File: src/rtl/padattr_pkg.sv
package padattr_pkg;
  localparam int ATTR_W   = 8;
  localparam int BIT_INV  = 0;
  localparam int BIT_OD   = 1;
  localparam int BIT_PD   = 2;
  localparam int BIT_PU   = 3;
  localparam int BIT_KEEP = 4;
  localparam int BIT_WEAK = 5;
  localparam logic [ATTR_W-1:0] LEGAL_BITS = 8'h3F;

  typedef logic [ATTR_W-1:0] attr_t;
endpackage

File: src/rtl/padattr_legalize.sv
module padattr_legalize
  import padattr_pkg::*;
#(
  parameter logic [7:0] ATTR_MASK = 8'h3F
) (
  input  attr_t raw,
  output attr_t legal
);
  localparam attr_t EFF_MASK = ATTR_MASK & LEGAL_BITS;

  attr_t masked;

  always_comb begin
    masked = raw & EFF_MASK;
    legal  = masked;
    if (masked[BIT_PU] && masked[BIT_PD]) begin
      legal[BIT_PD] = 1'b0;
    end
  end
endmodule

File: src/rtl/padattr_lock.sv
module padattr_lock (
  input  logic clk,
  input  logic rst_n,
  input  logic wr,
  input  logic wbit,
  output logic open_q
);
  always_ff @(posedge clk or negedge rst_n) begin
    if (!rst_n) begin
      open_q <= 1'b1;
    end else if (wr && !wbit) begin
      open_q <= 1'b0;
    end
  end
endmodule

File: src/rtl/padattr_group.sv
module padattr_group
  import padattr_pkg::*;
#(
  parameter int NUM    = 8,
  parameter int ADDR_W = 8
) (
  input  logic                  clk,
  input  logic                  rst_n,
  input  logic                  wr_en,
  input  logic [ADDR_W-1:0]     idx,
  input  attr_t                 wr_val,
  output attr_t                 rd_val,
  output logic [NUM*ATTR_W-1:0] attr_flat,
  output logic [NUM-1:0]        upd
);
  attr_t           attr_q [NUM];
  logic  [NUM-1:0] upd_q;

  for (genvar i = 0; i < NUM; i++) begin : g_pad
    logic hit;
    assign hit = wr_en && (idx == ADDR_W'(i));

    always_ff @(posedge clk or negedge rst_n) begin
      if (!rst_n) begin
        attr_q[i] <= '0;
        upd_q[i]  <= 1'b0;
      end else begin
        upd_q[i] <= hit;
        if (hit) begin
          attr_q[i] <= wr_val;
        end
      end
    end

    assign attr_flat[i*ATTR_W +: ATTR_W] = attr_q[i];
  end

  always_comb begin
    rd_val = '0;
    for (int i = 0; i < NUM; i++) begin
      if (idx == ADDR_W'(i)) rd_val = attr_q[i];
    end
  end

  assign upd = upd_q;
endmodule

File: src/rtl/padattr_bank.sv
module padattr_bank
  import padattr_pkg::*;
#(
  parameter int         NUM_DED   = 15,
  parameter int         NUM_MUX   = 32,
  parameter int         ADDR_W    = 8,
  parameter logic [7:0] ATTR_MASK = 8'h3F
) (
  input  logic                      clk,
  input  logic                      rst_n,
  input  logic [ADDR_W-1:0]         bus_addr,
  input  logic                      bus_we,
  input  logic [31:0]               bus_wdata,
  output logic [31:0]               bus_rdata,
  output logic [NUM_DED*ATTR_W-1:0] ded_attr,
  output logic [NUM_DED-1:0]        ded_upd,
  output logic [NUM_MUX*ATTR_W-1:0] mux_attr,
  output logic [NUM_MUX-1:0]        mux_upd
);
  localparam int DED_BASE = 1;
  localparam int MUX_BASE = DED_BASE + NUM_DED;
  localparam int MAP_END  = MUX_BASE + NUM_MUX;

  logic              lock_q;
  logic              hit_lock, hit_ded, hit_mux;
  logic [ADDR_W-1:0] ded_idx, mux_idx;
  attr_t             wr_legal, ded_rd, mux_rd;

  assign hit_lock = (bus_addr == '0);
  assign hit_ded  = (bus_addr >= ADDR_W'(DED_BASE)) && (bus_addr < ADDR_W'(MUX_BASE));
  assign hit_mux  = (bus_addr >= ADDR_W'(MUX_BASE)) && (bus_addr < ADDR_W'(MAP_END));
  assign ded_idx  = bus_addr - ADDR_W'(DED_BASE);
  assign mux_idx  = bus_addr - ADDR_W'(MUX_BASE);

  padattr_lock u_lock (
    .clk    (clk),
    .rst_n  (rst_n),
    .wr     (bus_we && hit_lock),
    .wbit   (bus_wdata[0]),
    .open_q (lock_q)
  );

  padattr_legalize #(.ATTR_MASK(ATTR_MASK)) u_legal (
    .raw   (bus_wdata[ATTR_W-1:0]),
    .legal (wr_legal)
  );

  padattr_group #(.NUM(NUM_DED), .ADDR_W(ADDR_W)) u_ded (
    .clk       (clk),
    .rst_n     (rst_n),
    .wr_en     (bus_we && lock_q && hit_ded),
    .idx       (ded_idx),
    .wr_val    (wr_legal),
    .rd_val    (ded_rd),
    .attr_flat (ded_attr),
    .upd       (ded_upd)
  );

  padattr_group #(.NUM(NUM_MUX), .ADDR_W(ADDR_W)) u_mux (
    .clk       (clk),
    .rst_n     (rst_n),
    .wr_en     (bus_we && lock_q && hit_mux),
    .idx       (mux_idx),
    .wr_val    (wr_legal),
    .rd_val    (mux_rd),
    .attr_flat (mux_attr),
    .upd       (mux_upd)
  );

  always_comb begin
    bus_rdata = '0;
    if (hit_lock)     bus_rdata[0]          = lock_q;
    else if (hit_ded) bus_rdata[ATTR_W-1:0] = ded_rd;
    else if (hit_mux) bus_rdata[ATTR_W-1:0] = mux_rd;
  end
endmodule

File: config.mk
export PLATFORM = sky130hd
export DESIGN_NAME = padattr_bank
export DESIGN_NICKNAME = d
export VERILOG_FILES = /design/src/rtl/padattr_pkg.sv /design/src/rtl/padattr_legalize.sv /design/src/rtl/padattr_lock.sv /design/src/rtl/padattr_group.sv /design/src/rtl/padattr_bank.sv
export SDC_FILE = /design/constraint.sdc
export NUM_CORES = 1
export LEC_CHECK = 0
export BUFFER_PORTS_ARGS = -buffer_cell sky130_fd_sc_hd__buf_2
export CORE_ASPECT_RATIO = 0.5
export CORE_MARGIN = 10
export CORE_UTILIZATION = 52
export DETAILED_ROUTE_END_ITERATION = 16
export GPL_ROUTABILITY_DRIVEN = 0
export PLACE_DENSITY_LB_ADDON = 0.25
export RECOVER_POWER = 100
export SYNTH_ARGS = -nofsm -noshare
export SYNTH_HDL_FRONTEND = slang
export SYNTH_SLANG_ARGS = --single-unit
export TNS_END_PERCENT = 1
File: constraint.sdc
create_clock -name clk -period 2.3 [get_ports clk]
set_input_delay 0.115 -clock clk [delete_from_list [all_inputs] [get_ports clk]]
set_output_delay 0.115 -clock clk [all_outputs]
set_load 0.01 [all_outputs]
==> metrics.csv <==
metric;value;unit
largest clock skew in the final design;0.0304;ns
Register-to-Register Setup Slack;-0.30;ns
share of the synthesized area in the top cell type;50.3;%
post-route DRC violation count;0;
horizontal die dimension;271;um
violated checks;capacitance limit, slew limit, setup timing;
Max-cap violations;1;
GRT Resource Usage Total;32.0;%
worst slew margin relative to its limit;-52.8;%
Warnings, synthesis;0;
number of distinct library cell variants in the gate-level netlist after synthesis;78;
worst setup path end;bus_rdata[1];
vias in the first global route;14800;
reported leakage power;9.64;nW
clock-pin transition on the worst setup and hold timing paths;0.07;ns
required time of the critical path;2.18;ns
list of most frequent post-synthesis cells;329 x sky130_fd_sc_hd__dfrtp_1, 263 x sky130_fd_sc_hd__mux2_2, 126 x sky130_fd_sc_hd__buf_4;
maximum number of pins on one net before global-route repair;78;
flip-flop and latch count after synthesis;330;
outcome;finished, violations left;
TritonCTS clock tree;done;
Row Count;45;
actual transition at the worst max-transition pin;2.29;ns
endpoint arrival time on the critical path;3.06;ns
Power Total;11.5;mW
root buffer cell;sky130_fd_sc_hd__clkbuf_16;
startpoint types;register;
RSZ-0062 raised after global routing;true;
number of enable-type register cells in the synthesized netlist;0;
via total after detailed routing;14500;
number of I/O pins;498;
Max H-tree Level;1;
clock tree buffer depth;3;
DP HPWL;50400;um
Synth Area per Inst;11.5;um2
dominant register cell in the synthesized netlist;sky130_fd_sc_hd__dfrtp_1;
synthesized instance count;1418;
Peak VDD IR;542;uV
Placeable Area;30700;um2
ratio of total power to cell area;577;nW/um2
worst reg2reg endpoint;u_mux.attr_flat[229];
final net count;1968;
CTS sink count;330;
Via-to-Cell Ratio;6.14;
category of the critical setup timing path;reg -> out;
Peak Freq;315;MHz
fraction of the yosys area taken by sequential cells;50.5;%
ANT nets after route;0;
Worst Slack Setup Final;-0.873;ns
number of optimization iterations in the first detailed-route pass;7;
share of the cycle needed by the critical path after routing;138;%
asr flop ratio synth;100;%
final hold vios;0;
DIE AREA;39400;um2
signed area change from the synthesized netlist to the final layout;21.7;%
minimum hold slack;0.0773;ns
worst min path class;in -> reg;
launching element of the worst setup path;u_mux.attr_flat[41];
clock latency at the later pin of the worst-skew pair;0.59;ns
number of antenna violations at the first check in global routing;2;
area taken by flip-flops and latches;8260;um2
count of port buffers added during placement;351;
number of clock buffers inserted by TritonCTS;29;
Final setup viols;188;
count of final max-slew check failures;75;
share of cells above drive strength 1;30.2;%
nature of the critical path endpoint;output port;
most instantiated library cell after synthesis;sky130_fd_sc_hd__dfrtp_1;
initial cell density of the core;53.3;%
maximum fanout along the worst path;3;
Fill cells;2561;
Synth Cell Area;16400;um2
final wirelength;66100;um
first-pass GRT wire length;97400;um
post-synthesis cell type with the largest combined area;sky130_fd_sc_hd__dfrtp_1;
area of combinational cells with multiple inputs;7080;um2
clock period minus worst slack;3.17;ns
iteration-0 DRC count of the detailed router;2140;
beginning of the worst register-to-register path;u_lock.open_q;
overflow left after global routing;0;
post-DR wirelength/cell;27.9;um
post-placement cell area;19600;um2
die boundary height;145;um
final instance area;19900;um2
leading post-synthesis cells by cell area;sky130_fd_sc_hd__dfrtp_1 50%, sky130_fd_sc_hd__mux2_2 18%, sky130_fd_sc_hd__buf_4 5.8%, sky130_fd_sc_hd__nand2_1 2.2%, sky130_fd_sc_hd__o21ai_0 2.1%;
r2r worst-path depth;4;
[through the flow]
| step | TNS [ns] | std cells | util, % | setup slack [ns] |
|---|---|---|---|---|
| 5_1_grt | -53.73 | 2366 | 64.9 | -0.824 |
| 6_report | -34.07 | 2367 | 64.9 | -0.873 |
| 3_5_place_dp | -5.02 | 2314 | 63.8 | -0.471 |
| 3_3_place_gp | -3.99 | 2314 | 63.8 | -0.501 |
| 2_1_floorplan | 0 | 1537 | - | 0.378 |
| 4_1_cts | -2.70 | 2366 | 66.9 | -0.589 |
[critical path, stage by stage (launching register included)]
cell and delay [ns]:
sky130_fd_sc_hd__dfrtp_1 0.40, sky130_fd_sc_hd__a22o_1 0.20, sky130_fd_sc_hd__a222oi_1 0.62, sky130_fd_sc_hd__o31ai_1 0.17, sky130_fd_sc_hd__a222oi_1 0.51, sky130_fd_sc_hd__o31ai_2 0.16
sky130_fd_sc_hd__a22o_1 0.26, sky130_fd_sc_hd__buf_2 0.15
[worst min path at each step]
stage	from	end	slack, ns	depth (start not counted)
2_1_floorplan	rst_n	u_ded.attr_flat[0]	-0.18	0
3_3_place_gp	rst_n	u_mux.attr_flat[251]	0.17	1
3_5_place_dp	rst_n	u_mux.attr_flat[251]	0.17	1
5_1_grt	bus_wdata[4]	u_ded.attr_flat[4]	0.08	4
4_1_cts	bus_wdata[4]	u_ded.attr_flat[4]	0.04	4
6_report	bus_wdata[4]	u_ded.attr_flat[4]	0.08	4
[kinds of logic (layout without fill, tap and decap cells)]
family / after synthesis / after routing / synth area share (%)
other: 1 / 121 / 0.0229
buffers and inverters: 229 / 635 / 8.67
AOI/OAI and AO/OA: 283 / 283 / 11.4
muxes: 287 / 287 / 19.7
and+or+nand+nor: 288 / 288 / 9.78
DFF: 330 / 330 / 50.5
[state kept, by name, summed over array words and instances (netlist names)]
name	cells
u_mux.attr_flat	192
u_ded.upd	15
u_lock.open_q	1
u_mux.upd	32
u_ded.attr_flat	90
[layer usage]
metal | vias to the layer above | part of all wire (%) | global-route usage (%) | wire [um]
li1 | 5884 | - | - | -
met1 | 7249 | 35 | 37.8 | 23300
met2 | 1122 | 47 | 52.2 | 30900
met3 | 270 | 13 | 11.4 | 8560
met4 | 0 | 5.0 | 13.5 | 3330
met5 | - | 0 | 0 | 0
[power by group]
group | switching [mW] | total (mW) | internal (mW)
combinational | 0.729 | 1.03 | 0.297
clock | 2.20 | 4.67 | 2.47
sequential | 0 | 5.80 | 5.80
[final cells by class]
cell class	count	area share, %
repair buffers	566	15.6
clock buffers	41	4.12
well taps	423	2.66
clock inverters	8	0.232
multi-input cells	978	35.6
flip-flops and latches	330	41.5
diodes	1	0.0126
inverters	20	0.377
[timing repair]
| item | 4_1_cts | 5_1_grt |
|---|---|---|
| pin swaps | 7 | 2 |
| buffers inserted | 1 | 0 |
| hold endpoints to repair | 70 | 0 |
| gates resized for setup | 9 | 1 |
| endpoints found under the setup margin | 6 | 6 |
| hold buffers | 2 | 0 |
[placed cells by master (no fill, tap or decap), drive strengths merged, types with 13 or more instances in the layout]
master	n
nor3	27
o21ai	73
nand3	13
a22oi	19
mux2i	16
a21oi	62
dfrtp	329
nand2	102
buf	218
clkbuf	387
mux2	270
o22ai	19
nor2	89
inv	21
conb	120
Power figures use the tool's default switching activity.
